## src/rtl/swreg_pkg.sv

```systemverilog
package swreg_pkg;
    typedef enum logic [1:0] {
        ACC_NONE = 2'd0,
        ACC_PAGE = 2'd1,
        ACC_DATA = 2'd2
    } acc_kind_e;

    localparam logic [4:0] PAGE_PHY    = 5'h1F;
    localparam logic [4:0] PAGE_REG    = 5'h10;
    localparam logic [1:0] DATA_PHY_HI = 2'b10;
endpackage

```

## src/rtl/swreg_addr_decode.sv

```systemverilog
module swreg_addr_decode #(
    parameter int PAGE_W = 9,
    localparam int ADDR_W = PAGE_W + 9
) (
    input  logic [4:0]              phy,
    input  logic [4:0]              regn,
    input  logic [PAGE_W-1:0]       page,
    output swreg_pkg::acc_kind_e    kind,
    output logic                    half,
    output logic [ADDR_W-1:0]       addr
);
    import swreg_pkg::*;

    always_comb begin
        if (phy == PAGE_PHY && regn == PAGE_REG) begin
            kind = ACC_PAGE;
        end else if (phy[4:3] == DATA_PHY_HI) begin
            kind = ACC_DATA;
        end else begin
            kind = ACC_NONE;
        end
        half = regn[0];
        addr = {page, phy[2:0], regn[4:1], 2'b00};
    end
endmodule

```

## src/rtl/swreg_wr_stage.sv

```systemverilog
module swreg_wr_stage #(
    parameter int ADDR_W = 18,
    parameter logic [ADDR_W-1:0] LOW_FIRST_ADDR = 'h98,
    parameter logic [ADDR_W-1:0] ID_ADDR = 'h10C
) (
    input  logic              clk,
    input  logic              rst_n,
    input  logic              wr_req,
    input  logic              wr_half,
    input  logic [ADDR_W-1:0] wr_addr,
    input  logic [15:0]       wr_data,
    output logic              commit_en,
    output logic [ADDR_W-1:0] commit_addr,
    output logic [31:0]       commit_data
);
    typedef struct packed {
        logic              stg_vld;
        logic [ADDR_W-1:0] stg_addr;
        logic [15:0]       stg_data;
        logic              cmt_en;
        logic [ADDR_W-1:0] cmt_addr;
        logic [31:0]       cmt_data;
    } stage_t;

    stage_t st_d, st_q;
    logic   low_first;
    logic   first_half;

    always_comb begin
        st_d        = st_q;
        st_d.cmt_en = 1'b0;
        low_first   = (wr_addr == LOW_FIRST_ADDR);
        first_half  = ~low_first;
        if (wr_req) begin
            if (wr_half == first_half) begin
                st_d.stg_vld  = 1'b1;
                st_d.stg_addr = wr_addr;
                st_d.stg_data = wr_data;
            end else begin
                if (st_q.stg_vld && st_q.stg_addr == wr_addr && wr_addr != ID_ADDR) begin
                    st_d.cmt_en   = 1'b1;
                    st_d.cmt_addr = wr_addr;
                    st_d.cmt_data = low_first ? {wr_data, st_q.stg_data}
                                              : {st_q.stg_data, wr_data};
                end
                st_d.stg_vld = 1'b0;
            end
        end
    end

    always_ff @(posedge clk) begin
        if (!rst_n) begin
            st_q <= '0;
        end else begin
            st_q <= st_d;
        end
    end

    assign commit_en   = st_q.cmt_en;
    assign commit_addr = st_q.cmt_addr;
    assign commit_data = st_q.cmt_data;
endmodule

```

## src/rtl/swreg_rd_snap.sv

```systemverilog
module swreg_rd_snap #(
    parameter int ADDR_W = 18
) (
    input  logic              clk,
    input  logic              rst_n,
    input  logic              rd_req,
    input  logic              rd_half,
    input  logic [ADDR_W-1:0] rd_addr,
    input  logic [31:0]       word_in,
    output logic              fetch,
    output logic [15:0]       half_out
);
    typedef struct packed {
        logic              snap_vld;
        logic [ADDR_W-1:0] snap_addr;
        logic [31:0]       snap_data;
    } snap_t;

    snap_t sn_d, sn_q;
    logic  hit;

    always_comb begin
        sn_d     = sn_q;
        hit      = rd_req && rd_half && sn_q.snap_vld && (sn_q.snap_addr == rd_addr);
        fetch    = rd_req && !hit;
        if (hit) begin
            half_out = sn_q.snap_data[31:16];
        end else if (rd_half) begin
            half_out = word_in[31:16];
        end else begin
            half_out = word_in[15:0];
        end
        if (rd_req) begin
            if (!rd_half) begin
                sn_d.snap_vld  = 1'b1;
                sn_d.snap_addr = rd_addr;
                sn_d.snap_data = word_in;
            end else begin
                sn_d.snap_vld = 1'b0;
            end
        end
    end

    always_ff @(posedge clk) begin
        if (!rst_n) begin
            sn_q <= '0;
        end else begin
            sn_q <= sn_d;
        end
    end
endmodule

```

## src/rtl/swreg_mdio_bridge.sv

```systemverilog
module swreg_mdio_bridge #(
    parameter int PAGE_W = 9,
    parameter logic [PAGE_W+8:0] LOW_FIRST_ADDR = 'h98,
    parameter logic [PAGE_W+8:0] ID_ADDR = 'h10C,
    parameter logic [31:0] ID_VALUE = 32'h1800_7FFF,
    localparam int ADDR_W = PAGE_W + 9
) (
    input  logic              clk,
    input  logic              rst_n,
    input  logic              mdio_valid,
    input  logic              mdio_write,
    input  logic [4:0]        mdio_phy,
    input  logic [4:0]        mdio_reg,
    input  logic [15:0]       mdio_wdata,
    output logic              mdio_rvalid,
    output logic [15:0]       mdio_rdata,
    output logic              reg_rd_en,
    output logic [ADDR_W-1:0] reg_rd_addr,
    input  logic [31:0]       reg_rd_data,
    output logic              reg_wr_en,
    output logic [ADDR_W-1:0] reg_wr_addr,
    output logic [31:0]       reg_wr_data
);
    import swreg_pkg::*;

    typedef struct packed {
        logic [PAGE_W-1:0] page;
        logic              rvalid;
        logic [15:0]       rdata;
    } top_t;

    top_t              tp_d, tp_q;
    acc_kind_e         dec_kind;
    logic              dec_half;
    logic [ADDR_W-1:0] dec_addr;
    logic [31:0]       word_in;
    logic [15:0]       snap_half;
    logic              wr_req;
    logic              rd_req;
    logic [PAGE_W-1:0] page_q;

    assign page_q = tp_q.page;

    swreg_addr_decode #(.PAGE_W(PAGE_W)) decode_i (
        .phy  (mdio_phy),
        .regn (mdio_reg),
        .page (tp_q.page),
        .kind (dec_kind),
        .half (dec_half),
        .addr (dec_addr)
    );

    assign wr_req  = mdio_valid && mdio_write && (dec_kind == ACC_DATA);
    assign rd_req  = mdio_valid && !mdio_write && (dec_kind == ACC_DATA);
    assign word_in = (dec_addr == ID_ADDR) ? ID_VALUE : reg_rd_data;

    swreg_wr_stage #(
        .ADDR_W         (ADDR_W),
        .LOW_FIRST_ADDR (LOW_FIRST_ADDR),
        .ID_ADDR        (ID_ADDR)
    ) stage_i (
        .clk         (clk),
        .rst_n       (rst_n),
        .wr_req      (wr_req),
        .wr_half     (dec_half),
        .wr_addr     (dec_addr),
        .wr_data     (mdio_wdata),
        .commit_en   (reg_wr_en),
        .commit_addr (reg_wr_addr),
        .commit_data (reg_wr_data)
    );

    swreg_rd_snap #(.ADDR_W(ADDR_W)) snap_i (
        .clk      (clk),
        .rst_n    (rst_n),
        .rd_req   (rd_req),
        .rd_half  (dec_half),
        .rd_addr  (dec_addr),
        .word_in  (word_in),
        .fetch    (reg_rd_en),
        .half_out (snap_half)
    );

    assign reg_rd_addr = dec_addr;

    always_comb begin
        tp_d        = tp_q;
        tp_d.rvalid = mdio_valid && !mdio_write;
        if (mdio_valid && mdio_write && dec_kind == ACC_PAGE) begin
            tp_d.page = mdio_wdata[PAGE_W-1:0];
        end
        if (mdio_valid && !mdio_write) begin
            case (dec_kind)
                ACC_PAGE: tp_d.rdata = 16'(tp_q.page);
                ACC_DATA: tp_d.rdata = snap_half;
                default:  tp_d.rdata = 16'h0000;
            endcase
        end
    end

    always_ff @(posedge clk) begin
        if (!rst_n) begin
            tp_q <= '0;
        end else begin
            tp_q <= tp_d;
        end
    end

    assign mdio_rvalid = tp_q.rvalid;
    assign mdio_rdata  = tp_q.rdata;
endmodule

```

## config.mk

```make
export PLATFORM = sky130hd
export DESIGN_NAME = swreg_mdio_bridge
export DESIGN_NICKNAME = d
export VERILOG_FILES = /design/src/rtl/swreg_pkg.sv /design/src/rtl/swreg_addr_decode.sv /design/src/rtl/swreg_wr_stage.sv /design/src/rtl/swreg_rd_snap.sv /design/src/rtl/swreg_mdio_bridge.sv
export SDC_FILE = /design/constraint.sdc
export NUM_CORES = 1
export LEC_CHECK = 0
export ABC_AREA = 0
export BUFFER_PORTS_ARGS = -buffer_cell sky130_fd_sc_hd__buf_4
export CAP_MARGIN = 10
export CORE_MARGIN = 5
export CORE_UTILIZATION = 45
export CTS_CLUSTER_SIZE = 16
export DETAILED_ROUTE_END_ITERATION = 12
export PLACE_DENSITY_LB_ADDON = 0.05
export SETUP_SLACK_MARGIN = 0.15
export SLEW_MARGIN = 25
export SYNTH_ARGS = -nofsm -noshare
export SYNTH_HDL_FRONTEND = slang
export SYNTH_SLANG_ARGS = --single-unit
export TNS_END_PERCENT = 20
```

## constraint.sdc

```tcl
create_clock -name clk -period 4.1 [get_ports clk]
set_input_delay 0.41 -clock clk [delete_from_list [all_inputs] [get_ports clk]]
set_output_delay 0.41 -clock clk [all_outputs]
set_load 0.005 [all_outputs]
```

**Word level (Yosys, flattened, before mapping)**

Cells that the tools add are included.

- Bits in registers: 157
- Output and inout port bits: 87
- Logic and storage cells: 56

- Equality and inequality tests: 11
- Mux-type cells: 10
- Bitwise operators: 5
- Reduce and logical (&&, ||, !) cells: 18

Operators with widths:

| cell | count |
|---|---|
| $mux 32 | 2 |
| $mux 51 | 1 |
| $eq 16x16->1 | 2 |
| $mux 16 | 2 |
| $pmux 16 s2 | 1 |
| $eq 16x6->1 const B | 1 |
| $eq 16x7->1 const B | 1 |
| $ne 16x7->1 const B | 1 |
| $logic_and 1x1->1 | 12 |
| $eq 5x5->1 const B | 2 |
| $not 1->1 | 5 |
| $eq 2x2->1 const B | 2 |
| $mux 2 | 2 |
| $reduce_and 2->1 | 2 |
| $reduce_and 3->1 | 1 |
| $reduce_or 3->1 | 1 |
| $eq 2x1->1 const B | 1 |
| $logic_not 1->1 | 2 |
| $mux 1 | 2 |
| $eq 1x1->1 | 1 |

**Depth between registers and ports, before layout**

- Word-level depth: 10
- Depth in mapped cells: 10
- Mapped depth without buffers: 6

**By module**

Synthesis repeated with hierarchy kept, for this count alone.

- Cells, all modules: 932
- Area total of the unflattened synthesis: 8154.1 um2

By module, submodules not included:

| module | instances | cells an instance | area each (um2) | seq. area each (um2) |
|---|---|---|---|---|
| swreg_wr_stage | 1 | 527 | 4611.9 | 1721.7 |
| swreg_rd_snap | 1 | 214 | 1884.3 | 700.7 |
| swreg_mdio_bridge | 1 | 167 | 1475.2 | 520.5 |
| swreg_addr_decode | 1 | 24 | 182.7 | 0.0 |

**Least setup slack after synthesis**

No wires, ideal clock.

- Path kind: input-to-reg
- Start: in mdio_reg[3]
- End: reg stage_i.st_q, in the netlist stage_i.commit_addr[12]
- Library setup time: 0.116 ns
- Arrival: 2.122 ns
- Path slack: 1.861 ns
- Stages: 9
- Buffers on the path: 3
- Cell sequence: clkbuf_1 -> and4bb_1 -> nand4_4 -> xor2_1 -> and4_1 -> buf_6 -> buf_4 -> mux2i_1 -> nor2b_1

- Cells in the longest elaborated chain, start to end: 6
- Elaborated cells on any way between the ends: 14
- Classes of those cells: eq/ne: 6; mux: 1; bitwise: 2; reduce/logical: 5

Ends and longest elaborated chain:

| item | RTL line | text |
|---|---|---|
| start, declared | swreg_mdio_bridge.sv:13 | `input logic [4:0] mdio_reg,` |
| $eq 5x5->1 | swreg_addr_decode.sv:15 | `if (phy == PAGE_PHY && regn == PAGE_REG) begin` |
| $logic_and 1x1->1 | swreg_addr_decode.sv:15 |  |
| $mux 2 | swreg_addr_decode.sv:15 |  |
| $eq 2x2->1 | swreg_mdio_bridge.sv:53 | `assign wr_req = mdio_valid && mdio_write && (dec_kind == ACC_DATA);` |
| $logic_and 1x1->1 | swreg_mdio_bridge.sv:53 |  |
| $reduce_and 3->1 (no line) * | n/a |  |
| end signal, assigned | swreg_wr_stage.sv:55 | `st_q <= st_d;` |
| end, declared | swreg_wr_stage.sv:25 | `stage_t st_d, st_q;` |

Mark *: on every way between the ends. The rest lies on a longest branch, timed or not.
A chain may end at the register's enable or synchronous reset.

**Worst setup path after layout**

- Start: reg tp_q, in the netlist page_q[0]
- End: out reg_rd_en

- Cells in the longest elaborated chain, start to end: 4

Ends and longest elaborated chain:

| item | RTL line | text |
|---|---|---|
| start, declared | swreg_mdio_bridge.sv:32 | `top_t tp_d, tp_q;` |
| start signal, assigned | swreg_mdio_bridge.sv:105 | `tp_q <= tp_d;` |
| $eq 16x16->1 | swreg_rd_snap.sv:24 | `hit = rd_req && rd_half && sn_q.snap_vld && (sn_q.snap_addr == rd_addr);` |
| $logic_and 1x1->1 | swreg_rd_snap.sv:24 |  |
| $logic_not 1->1 | swreg_rd_snap.sv:25 | `fetch = rd_req && !hit;` |
| $logic_and 1x1->1 | swreg_rd_snap.sv:25 |  |
| end, declared | swreg_mdio_bridge.sv:17 | `output logic reg_rd_en,` |

Every way passes these cells.

==> impl_metrics.csv <==
group,metric,value,unit
run_status,outcome,"completed",
drt,first_pass_iters,5,
cts,post_cts_resized,0,
power,p_per_area,379.3,nW/um2
timing,skew,0.009761,ns
flow_run,drv_cap,0,
cts,cts_tree,"done",
drt,wl,19600,um
drt,viasPerCell,5.283,
power,switching_share,21.96,%
timing,hold_viol_final,0,
drt,drcViolationCount,0,
floorplan,row_count,46,
layout,finalCoreUtilization,53.83,%
power,ir_drop,0.0002801,V
synthesis,synth_area,7216,um2
grt,grt_pass1_vias,5796,
timing,setup_tns,0,ns
drt,drtIter0Drc,367,
cts,clkTransAtPathRegs,0.06,ns
timing,setup_slack,1.124,ns
synthesis,synth_cell_type_count,39,
cts,max-clock-path-buffers,2,
cts,post-cts-setup-buffer-count,0,
grt,grt-ovfl-total,0,
floorplan,die-height,136.6,um
synthesis,ys_seq_area_share,39.12,%
layout,instances_no_fill,1120,
floorplan,core_area,15830,um2
cts,cts_hold_buf,0,
floorplan,initial_utilization,45.59,%
worst_setup_path,start_kind,"flip-flop",
drt,routed-via-count,5917,
worst_setup_path,crit_type,"flip-flop to output pin",
power,intPower,0.002522,W
worst_hold_path,min_from,"reg_rd_data[28]",
layout,design_area,8521,um2
cts,worstSkewPairLatency,0.42,ns
timing,slew_violations,0,
power,p_seq_share,43.0,%
worst_hold_path,hp-class,"input port to flip-flop",
synthesis,synthCells,844,
cts,cts_buffers,17,
worst_setup_path,worstSetupStartpoint,"page_q[0]$_SDFFE_PN0P_",
placement,dp_hpwl,13540,um
timing,grt_setup_unrepaired,"no",
synthesis,syn-mean-instance-area,8.549,um2
grt,track_usage,20.94,%
timing,tightest_slew,0.8418,ns
worst_setup_path,arrival,2.57,ns
timing,min_period,2.976,ns
power,p_leak,3.948,nW
layout,drive_above_1_share,22.01,%
placement,placed_cells,1088,
floorplan,dieWidth,136.6,um
synthesis,synth_warnings,0,
drt,drt-wirelength-per-cell,17.50,um
power,switchingPower,0.0007099,W
cts,cts-root-buf,"clkbuf_16",
worst_setup_path,endpoint_kind,"output pin",
timing,fmax,336.0,MHz
floorplan,num_io_pins,149,
grt,grt_pass1_wl,30330,um
placement,io_buffers,144,
placement,place.gp.congestion,0.8956,
placement,dpl_worst_slack,1.220,ns
timing,period_share,72.58,%
timing,setup_violations,0,
worst_setup_path,critical_path_required,3.69,ns
timing,max-slew-margin-rel,43.40,%
drt,ant_nets,0,
cts,clock-sinks,141,
power,p_comb_share,6.5,%
placement,placed_cell_area,7896,um2
cts,htreeDepth,4,
floorplan,dieArea,18670,um2
worst_setup_path,worst_r2r_startpoint,"page_q[4]$_SDFFE_PN0P_",
grt,grt_max_degree,89,
worst_setup_path,worstPathMaxFanout,12,
layout,num_antenna_cells,0,
synthesis,ys_ff_latch,141,
layout,nNetsFinal,953,
power,clockPowerShare,50.5,%
layout,area_growth,18.09,%
grt,antenna_found_initial,0,
[per-stage QoR]
step / power [W] / hold WS (ns)
2_1_floorplan: 0.001535 / 0.4311
3_3_place_gp: 0.001628 / 0.4422
3_5_place_dp: 0.001630 / 0.4503
4_1_cts: 0.003258 / 0.2312
5_1_grt: 0.003333 / 0.2355
6_report: 0.003232 / 0.2447
[cell usage after synthesis (all sizes together)]
| library cell | count | area share, % |
|---|---|---|
| and4bb | 1 | 0.17 |
| nor2 | 26 | 1.4 |
| dfxtp | 141 | 39 |
| and4 | 2 | 0.24 |
| buf | 88 | 9.1 |
| nand2b | 3 | 0.26 |
| o31ai | 5 | 0.52 |
| nand2 | 194 | 10 |
| clkbuf | 45 | 2.3 |
| o211a | 33 | 4.6 |
| o21ai | 20 | 1.4 |
| nor2b | 19 | 1.6 |
| and4b | 1 | 0.14 |
| nor4b | 3 | 0.57 |
| xor2 | 11 | 1.3 |
| and3 | 2 | 0.17 |
| nor3 | 12 | 0.90 |
| mux2i | 57 | 7.9 |
| nor4 | 6 | 0.94 |
| a21boi | 69 | 7.2 |
| xnor2 | 22 | 2.7 |
| a22o | 7 | 0.85 |
| nand3 | 18 | 1.2 |
| nand4 | 25 | 2.4 |
| nor4bb | 2 | 0.28 |
| conb | 1 | 0.052 |
| or3 | 1 | 0.087 |
| and2 | 10 | 0.87 |
| nand4b | 2 | 0.24 |
| or4 | 3 | 0.31 |
| a21oi | 15 | 1.0 |
[path summary, 6_finish.rpt]
kind                                           to  slack (ns)  cells after the start
max                                     reg_rd_en        1.12                      6
min reg2reg          snap_i.sn_q[26]$_SDFFE_PN0P_        0.46                      2
max reg2reg  stage_i.commit_data[18]$_SDFFE_PN0P_        1.26                      7
min                  snap_i.sn_q[28]$_SDFFE_PN0P_        0.24                      3
[routing by layer]
layer  part of all wire, %  global-route usage, %  vias up
met1                    41                  24.62     2826
met3                   5.4                  5.074       32
li1                      -                      -     2896
met5                     0                      0        -
met4                   2.4                  8.119        0
met2                    52                  36.69      163
[cell type report]
class | instances | area (um2)
flip-flops and latches | 141 | 2823
clock buffers | 20 | 456.7
well taps | 216 | 270.3
multi-input cells | 573 | 3605
fillers | 1490 | 7307
repair buffers | 158 | 1199
clock inverters | 12 | 167.7
[sequential cells by signal (all words and copies together), names as in the netlist]
name / flops
page_q: 9
stage_i.commit_addr: 16
stage_i.commit_data: 32
stage_i.st_q: 33
mdio_rvalid: 1
snap_i.sn_q: 33
stage_i.commit_en: 1
mdio_rdata: 16
[layout by cell type, fill, tap and decap left out, types with 11 or more instances in the layout]
cell	instances
mux2i_1	57
buf_4	157
nor2b_1	19
nor2_1	26
o21ai_1	13
xnor2_1	22
xor2_1	11
nand4_1	24
nand3_1	18
dfxtp_1	141
a21oi_1	15
o211a_1	33
nand2_1	194
clkbuf_16	17
a21boi_1	69
[worst max-delay path, cell delays in order, from the launching register on]
cell	delay (ns)
dfxtp_1	0.71
xor2_1	0.18
or4_1	0.54
nor4_2	0.27
buf_4	0.24
nor2_1	0.06
buf_4	0.13
[power by group through the flow]
stage / sequential (W) / clock (W) / combinational [W]
2_1_floorplan: 0.00142 / 0 / 0.000119
3_3_place_gp: 0.00142 / 0 / 0.000210
3_5_place_dp: 0.00142 / 0 / 0.000212
4_1_cts: 0.00139 / 0.00166 / 0.000212
5_1_grt: 0.00139 / 0.00172 / 0.000229
6_report: 0.00139 / 0.00163 / 0.000212
[logic make-up (layout without fill, tap and decap cells)]
kind of cell | count (synthesis) | after routing | share of synthesized area [%]
flip-flops | 141 | 141 | 39.12
AND/OR/NAND/NOR | 330 | 330 | 21.90
multiplexers | 57 | 57 | 7.907
XOR/XNOR | 33 | 33 | 4.005
AO/OA/AOI/OAI | 149 | 149 | 15.55
buffers and inverters | 133 | 190 | 11.46
other | 1 | 4 | 0.05197
Note: power is estimated with default switching activity, not from simulation.
